## config.mk

```make
export PLATFORM = sky130hd
export DESIGN_NAME = xfer_downgrade
export DESIGN_NICKNAME = d
export VERILOG_FILES = /design/src/rtl/xdg_pkg.sv /design/src/rtl/xdg_window.sv /design/src/rtl/xdg_step.sv /design/src/rtl/xdg_req.sv /design/src/rtl/xfer_downgrade.sv
export SDC_FILE = /design/constraint.sdc
export NUM_CORES = 1
export LEC_CHECK = 0
export BUFFER_PORTS_ARGS = -buffer_cell sky130_fd_sc_hd__buf_2
export CORE_MARGIN = 2
export CORE_UTILIZATION = 25
export CTS_CLUSTER_DIAMETER = 150
export DETAILED_ROUTE_END_ITERATION = 6
export PLACE_DENSITY = 0.38
export REMOVE_ABC_BUFFERS = 1
export SLEW_MARGIN = 20
export SYNTH_ARGS = -nofsm -noshare
export SYNTH_HDL_FRONTEND = slang
export SYNTH_SLANG_ARGS = --single-unit
```

## constraint.sdc

```tcl
create_clock -name clk -period 2.6 [get_ports clk]
set_input_delay 0.78 -clock clk [delete_from_list [all_inputs] [get_ports clk]]
set_output_delay 0.78 -clock clk [all_outputs]
set_load 0.02 [all_outputs]
```

## src/rtl/xdg_pkg.sv

```systemverilog
package xdg_pkg;
  typedef enum logic [1:0] {
    REQ_NONE    = 2'd0,
    REQ_SPD     = 2'd1,
    REQ_MODE    = 2'd2,
    REQ_REAPPLY = 2'd3
  } req_kind_e;

  localparam logic [3:0] MODE_PIO3  = 4'd3;
  localparam logic [3:0] MODE_PIO4  = 4'd4;
  localparam logic [3:0] MODE_UDMA0 = 4'd8;
  localparam logic [3:0] MODE_UDMA6 = 4'd14;
  localparam logic [3:0] MODE_TOP   = 4'd15;
endpackage

```

## src/rtl/xdg_window.sv

```systemverilog
module xdg_window #(
  parameter int ERR_LIMIT = 3,
  parameter int WIN_TICKS = 900
) (
  input  logic clk,
  input  logic rst_n,
  input  logic tick,
  input  logic err_in,
  output logic trip
);
  localparam int CW = $clog2(ERR_LIMIT + 1);
  localparam int WW = (WIN_TICKS > 1) ? $clog2(WIN_TICKS) : 1;
  localparam logic [CW-1:0] LIM = CW'(ERR_LIMIT);
  localparam logic [WW-1:0] WLAST = WW'(WIN_TICKS - 1);

  logic [WW-1:0] win_q;
  logic [CW-1:0] cnt_q;
  logic          expire;

  assign expire = tick && (win_q == WLAST);
  assign trip   = err_in && !expire && (cnt_q == LIM);

  always_ff @(posedge clk) begin
    if (!rst_n) begin
      win_q <= '0;
      cnt_q <= '0;
    end else begin
      if (tick) win_q <= expire ? '0 : win_q + 1'b1;
      if (expire)                         cnt_q <= CW'(err_in);
      else if (trip)                      cnt_q <= '0;
      else if (err_in && (cnt_q != LIM))  cnt_q <= cnt_q + 1'b1;
    end
  end
endmodule

```

## src/rtl/xdg_step.sv

```systemverilog
module xdg_step
  import xdg_pkg::*;
#(
  parameter int SPD_W = 2
) (
  input  logic             is_sata,
  input  logic [SPD_W-1:0] cur_spd,
  input  logic [3:0]       cur_mode,
  output logic             do_spd,
  output logic             do_mode,
  output logic             at_floor,
  output logic [SPD_W-1:0] nxt_spd,
  output logic [3:0]       nxt_mode
);
  localparam logic [SPD_W-1:0] SPD_MAX = '1;
  localparam logic [SPD_W-1:0] SPD_MIN = SPD_W'(1);

  always_comb begin
    do_spd   = 1'b0;
    do_mode  = 1'b0;
    at_floor = 1'b0;
    nxt_spd  = cur_spd;
    nxt_mode = cur_mode;
    if (is_sata && (cur_spd != SPD_MIN)) begin
      do_spd  = 1'b1;
      nxt_spd = (cur_spd == '0) ? SPD_MAX - 1'b1 : cur_spd - 1'b1;
    end else if (cur_mode[3]) begin
      do_mode = 1'b1;
      if (cur_mode == MODE_UDMA0)    nxt_mode = MODE_PIO4;
      else if (cur_mode == MODE_TOP) nxt_mode = MODE_UDMA6;
      else                           nxt_mode = cur_mode - 4'd1;
    end else if (cur_mode >= MODE_PIO4) begin
      do_mode  = 1'b1;
      nxt_mode = MODE_PIO3;
    end else begin
      at_floor = 1'b1;
    end
  end
endmodule

```

## src/rtl/xdg_req.sv

```systemverilog
module xdg_req
  import xdg_pkg::*;
#(
  parameter int SPD_W = 2
) (
  input  logic             clk,
  input  logic             rst_n,
  input  logic             trip,
  input  logic             do_spd,
  input  logic             do_mode,
  input  logic             at_floor,
  input  logic [SPD_W-1:0] nxt_spd,
  input  logic [3:0]       nxt_mode,
  input  logic [3:0]       cur_mode,
  input  logic             reset_done,
  input  logic             req_ack,
  output req_kind_e        kind_q,
  output logic [SPD_W-1:0] spd_q,
  output logic [3:0]       mode_q,
  output logic             floor_q,
  output logic             accept
);
  logic [3:0] chosen_q;
  logic       chosen_v;
  logic       owed_q;

  assign accept = (kind_q == REQ_NONE) && !owed_q && !reset_done;

  always_ff @(posedge clk) begin
    if (!rst_n) begin
      kind_q   <= REQ_NONE;
      spd_q    <= '0;
      mode_q   <= '0;
      floor_q  <= 1'b0;
      chosen_q <= '0;
      chosen_v <= 1'b0;
      owed_q   <= 1'b0;
    end else if (kind_q == REQ_NONE) begin
      if (reset_done || owed_q) begin
        kind_q <= REQ_REAPPLY;
        mode_q <= chosen_v ? chosen_q : cur_mode;
        owed_q <= 1'b0;
      end else if (trip) begin
        if (do_spd) begin
          kind_q <= REQ_SPD;
          spd_q  <= nxt_spd;
        end else if (do_mode) begin
          kind_q   <= REQ_MODE;
          mode_q   <= nxt_mode;
          chosen_q <= nxt_mode;
          chosen_v <= 1'b1;
        end else if (at_floor) begin
          floor_q <= 1'b1;
        end
      end
    end else begin
      if (req_ack)    kind_q <= REQ_NONE;
      if (reset_done) owed_q <= 1'b1;
    end
  end
endmodule

```

## src/rtl/xfer_downgrade.sv

```systemverilog
module xfer_downgrade
  import xdg_pkg::*;
#(
  parameter int ERR_LIMIT = 3,
  parameter int WIN_TICKS = 900,
  parameter int SPD_W     = 2
) (
  input  logic             clk,
  input  logic             rst_n,
  input  logic             err_pulse,
  input  logic             tick,
  input  logic             is_sata,
  input  logic [SPD_W-1:0] cur_spd,
  input  logic [3:0]       cur_mode,
  input  logic             reset_done,
  input  logic             req_ack,
  output logic             spd_req_valid,
  output logic [SPD_W-1:0] spd_req,
  output logic             mode_req_valid,
  output logic [3:0]       mode_req,
  output logic             reapply_req,
  output logic             floor_warn
);
  logic             accept, trip;
  logic             do_spd, do_mode, at_floor;
  logic [SPD_W-1:0] nxt_spd;
  logic [3:0]       nxt_mode;
  req_kind_e        kind;

  xdg_window #(.ERR_LIMIT(ERR_LIMIT), .WIN_TICKS(WIN_TICKS)) u_win (
    .clk(clk), .rst_n(rst_n), .tick(tick),
    .err_in(err_pulse && accept), .trip(trip)
  );

  xdg_step #(.SPD_W(SPD_W)) u_step (
    .is_sata(is_sata), .cur_spd(cur_spd), .cur_mode(cur_mode),
    .do_spd(do_spd), .do_mode(do_mode), .at_floor(at_floor),
    .nxt_spd(nxt_spd), .nxt_mode(nxt_mode)
  );

  xdg_req #(.SPD_W(SPD_W)) u_req (
    .clk(clk), .rst_n(rst_n), .trip(trip),
    .do_spd(do_spd), .do_mode(do_mode), .at_floor(at_floor),
    .nxt_spd(nxt_spd), .nxt_mode(nxt_mode), .cur_mode(cur_mode),
    .reset_done(reset_done), .req_ack(req_ack),
    .kind_q(kind), .spd_q(spd_req), .mode_q(mode_req),
    .floor_q(floor_warn), .accept(accept)
  );

  assign spd_req_valid  = (kind == REQ_SPD);
  assign mode_req_valid = (kind == REQ_MODE) || (kind == REQ_REAPPLY);
  assign reapply_req    = (kind == REQ_REAPPLY);
endmodule

```

== Yosys cells after proc, flatten, opt, wreduce, memory -nomap -nowiden ==
Index checks and enable logic that the tools add are counted.
Word-level totals
  register bits after elaboration: 27
  bits in latches: 0
  RAM bits: 0
  bits in read-only memories: 0
  input bits: 13
  logic and storage cells: 91
  memories kept: 0
Operators by class
  add/sub/neg operators: 4
  $mul: 0
  div/mod/pow operators: 0
  order comparisons: 1
  equality and inequality tests: 13
  shifts and indexed selects: 0
  mux-type cells: 32
  bitwise operators: 4
  reductions and logical operators: 27
Operators with widths (number)
  4-bit 2-to-1 mux: 9
  2-bit 2-to-1 mux: 8
  1-bit 2-to-1 mux: 13
  10-bit by 1-bit adder with 10-bit output (second input constant): 1
  10-bit == test (second input constant): 1
  10-bit 2-to-1 mux: 1
  4-bit == test (second input constant): 2
  1-bit logical AND: 8
  4-bit AND reduction: 2
  2-bit nonzero test: 4
  2-bit == test (second input constant): 3
  6-bit AND reduction: 1
  5-bit AND reduction: 1
  4-bit by 3-bit >= comparator with 1-bit output (second input constant): 1
  2-bit zero test: 2
  2-bit by 1-bit != test with 1-bit output (second input constant): 2
  2-bit != test (second input constant): 2
  4-bit != test (second input constant): 1
  1-bit NOT: 4
  4-bit by 1-bit subtractor with 4-bit output (second input constant): 1
  1-bit zero test: 3
  3-bit 2-to-1 mux: 1
  3-bit != test (second input constant): 1
  3-bit AND reduction: 1
  other kinds (7): 8

== Longest topological paths before layout ==
  depth after elaboration: 9
  gate-level depth with buffers: 8
  gate-level depth less buffers: 7

== Hierarchy ==
A second synthesis with hierarchy kept.
Unflattened totals
  cells, all modules: 175
  area, all modules: 1508.9 µm²
By module, submodules not included
  xdg_req: times used 1, cells each 77, area an instance 699.4 µm², seq. area each 300.3 µm²
  xdg_window: times used 1, cells each 66, area an instance 593.1 µm², seq. area each 240.2 µm²
  xdg_step: times used 1, cells each 28, area an instance 193.9 µm², seq. area each 0.0 µm²
  xfer_downgrade: times used 1, cells each 4, area an instance 22.5 µm², seq. area each 0.0 µm²

== Least setup slack after synthesis ==
No wires, ideal clock.
  path kind: in2reg
  start point: input cur_spd[1]
  end point: register u_req.chosen_q[3]
  setup time: 115 ps
  data arrival time: 2051 ps
  path slack: 434 ps
  stages: 8
  path buffers: 1
  cell sequence: inv_1 ha_1 nand2b_1 clkbuf_1 nand2_1 nor4_4 mux2i_1 and2_1
Between the ends
  word-level cells in the longest chain between the ends: 5
  elaborated cells on any way between the ends: 7
RTL lines
  from (decl): RTL line xfer_downgrade.sv:13  | input logic [SPD_W-1:0] cur_spd,
  2-bit by 1-bit != test with 1-bit output (*): RTL line xdg_step.sv:24  | if (is_sata && (cur_spd != SPD_MIN)) begin
  1-bit logical AND (*): RTL line xdg_step.sv:24
  1-bit 2-to-1 mux: RTL line xdg_step.sv:24
  1-bit NOT (no source line)
  5-bit AND reduction (no source line)
  to (signal assigned): RTL line xdg_req.sv:50  | chosen_q <= nxt_mode;
  to (decl): RTL line xdg_req.sv:23  | logic [3:0] chosen_q;
Every way passes the cells marked *; elsewhere a longest branch is shown, timed or not.
A chain may end at the register's enable or synchronous reset.

== Worst setup path in the final report ==
  start point: input tick
  end point: register u_req.mode_q[3]
Between the ends
  word-level cells in the longest chain between the ends: 6
RTL lines
  from (decl): RTL line xfer_downgrade.sv:11  | input logic tick,
  1-bit logical AND: RTL line xdg_window.sv:20  | assign expire = tick && (win_q == WLAST);
  1-bit zero test: RTL line xdg_window.sv:21  | assign trip = err_in && !expire && (cnt_q == LIM);
  1-bit logical AND (2 in series): RTL line xdg_window.sv:21
  2-bit nonzero test (no source line)
  4-bit AND reduction (no source line)
  to (signal assigned): RTL line xdg_req.sv:41  | mode_q <= chosen_v ? chosen_q : cur_mode;
  to (signal assigned): RTL line xdg_req.sv:49  | mode_q <= nxt_mode;
  to (decl): RTL line xdg_req.sv:19  | output logic [3:0] mode_q,
Every way passes these cells.

==> metrics.txt <==
Achievable Freq a little over 500 MHz; Leak 0.672 nW; Worst R2R Setup Slack roughly 0.63 ns; Req. time, crit path approximately 2.8 ns; Die Ht around 80 µm; Top Ports 23; clk_skew 0.00420 ns; port bufs 22; crit share post-route 75.9%; Async SR Flop Fraction 0%; worst-margin pin slew ~0.46 ns; ANT nets after route 0; grt ovf 0; most frequent cells in the layout 27 x dfxtp_1, 22 x buf_2, 20 x nand2_1; r2r endpoint u_req.mode_q[3]; first-pass GRT wire length 5.78 mm; Crit Path Category in -> reg; Hold Crit Class reg -> reg; gpl congestion approximately 0.76; Die Area ~6400 µm²; final WL 3.24 mm; area grow syn2layout 16.5%; status finished, final reports clean; starting density of the core a little over a quarter; Post-synth EDFFs 0; Cell Pwr Density between 600 and 700 nW/µm²; Power Internal approximately 720 µW; top-area cell type share of the netlist area a little under two fifths; share of cells above drive strength 1 20.1%; clk sink count 27; CP startpoint kind primary input; Clock Latency Late Sink 0.27 ns; total setup buffers inserted after CTS 0; CTS H-tree lvls 1; crit path max fanout 7; setup TNS 0 ns; post-DR wirelength/cell roughly 13 µm; CP arrival ~2.2 ns; CTS Root Cell clkbuf_8; slowest stage delay, CP around 0.4 ns; CTS tree done; synthesized cell area between 1000 and 1500 µm²; Synth area leaders dfxtp_1 37%, mux2i_1 9.6%, nand2_1 5.2%, nor2_1 4.6%, ha_1 3.4%; sequential-to-total area share from yosys stat 37.1%; clk slew on worst S/H paths approximately 0.090 ns; PostCTS Resize Cnt 0; clock period minus final worst setup slack 1.97 ns; Comb pwr share between 30% and 40%; vias in the first global route roughly 1300; Detailed Route Iter0 Violations 31; Pins Over Slew Limit 0; reg-to-reg startpoint u_win.win_q[3]; switch share 35.1%; CP Capture Type flop; Mapped Cells 163; antenna violations before repair 0; Diodes inserted 0; max cap viols 0; DIE WIDTH around 80 µm; fin nets 202; slowest CP cell o41ai_4; Synth area leader dfxtp_1; core region area between 5000 and 6000 µm²; largest net degree at the start of global routing 16; Hold Crit Depth 2; RSZ-0062 raised after global routing no; clock group share of total power 21.5%; Final Hold Fails 0; row count 27; Total GRT Usage a little under an eighth; commonest non-fill, non-tap cell in the layout dfxtp_1; Vias/cell around 4.6; Yosys reg bits 27; Post-synth top flop dfxtp_1; register share of total power 45.2%; Hold Buf Count CTS 0; Pre-Repair DR Iteration Count 4; Psw between 300 and 400 µW; DRC 0; worst-path cell chain buf_2 -> nand4_1 -> o41ai_4 -> nor4_4 -> buf_4 -> a21oi_4 -> mux2i_1; synthesized area per cell 8.93 µm²; clock buffer depth 2; Netlist cell types 39; worst ir drop on vdd between 0.0002 and 0.00025 V; TritonCTS Buffers 3; HPWL after DPL ~2.5 mm; Slew HR 69.3%; Syn. warnings 0; Final setup violation count 0; final non-filler cell total 256; reg2reg path depth 6; Inst Count DP between 200 and 300; Hold EP u_req.mode_q[0]; Hold Path Origin u_req.mode_q[0]; vias after detailed routing 1188
==> flip-flops by register name (all words and copies together), names as in the netlist <==
name / count
u_req.owed_q: 1
u_win.win_q: 10
u_req.mode_q: 4
u_req.floor_q: 1
u_req.chosen_v: 1
u_req.chosen_q: 4
u_win.cnt_q: 2
u_req.spd_q: 2
u_req.kind_q: 2
==> cells by family (layout without fill, tap and decap cells) <==
family,after synthesis,in the layout,synth area share [%]
and+or+nand+nor,71,71,26.7
DFF,27,27,37.1
AOI/OAI and AO/OA,25,25,13.7
muxes,15,15,10.4
buffers and inverters,12,33,3.18
xor gates and xnor gates,9,9,5.42
adders and majority gates,4,4,3.44
==> per-layer routing <==
layer  vias to the layer above  wire (µm)  GRT usage [%]  share of wire, %
li1                        608          -              -                 -
met1                       555       1440           12.8                44
met2                        19       1650           21.0                51
met3                         6         94           1.91               2.9
met4                         0         57           4.41               1.8
met5                         -          0              0                 0
==> metrics by stage <==
| step | power (mW) | cell area [µm²] | utilization (%) | hold slack, ns | setup WS [ns] |
|---|---|---|---|---|---|
| after floorplan | 0.761 | 1420 | - | 0.461 | 0.529 |
| after global placement | 0.883 | 1650 | 29.6 | 0.447 | 0.337 |
| after detailed placement | 0.891 | 1650 | 29.6 | 0.452 | 0.308 |
| after CTS | 1.13 | 1700 | 30.4 | 0.472 | 0.594 |
| after global routing | 1.19 | 1700 | 30.4 | 0.498 | 0.496 |
| final | 1.11 | 1700 | 30.4 | 0.466 | 0.625 |
==> worst max-delay path, delay by kind of cell <==
family / cells / cell delay (ns)
buf+inv: 2 / 0.33
compound gates: 2 / 0.60
simple gates: 2 / 0.24
mux: 1 / 0.21
==> synth_stat cells, drive strengths merged, types with 4 or more instances <==
cell type  count
dfxtp         27
nand2         21
nor2          18
mux2i         14
clkbuf         8
nor2b          6
a21oi          5
nand3          5
xnor2          5
ha             4
o21ai          4
xor2           4
==> how the worst max path moves through the flow <==
stage	start	to	depth (start not counted)
detailed placement	cur_spd[1]	u_req.chosen_q[1]	9
global placement	cur_spd[1]	u_req.chosen_q[3]	9
CTS	cur_spd[1]	u_req.chosen_q[1]	9
finish	tick	u_req.mode_q[3]	7
global route	cur_spd[1]	u_req.chosen_q[3]	9
floorplan	cur_spd[1]	u_req.chosen_q[3]	7
==> power by group through the flow <==
stage / Sequential, mW / Clock (mW) / Combinational, mW
2_1_floorplan: 0.538 / 0 / 0.223
3_3_place_gp: 0.512 / 0 / 0.371
3_5_place_dp: 0.513 / 0 / 0.378
4_1_cts: 0.503 / 0.250 / 0.378
5_1_grt: 0.512 / 0.271 / 0.408
6_report: 0.503 / 0.239 / 0.371
==> final cells by class <==
type	instances	area, µm²
timing repair buffer	26	140
clock buffer	4	45.0
sequential	27	541
inverter	3	11.3
tap	72	90.1
fill	630	3880
multi-input combinational	124	868
(Power assumes the default switching activity.)
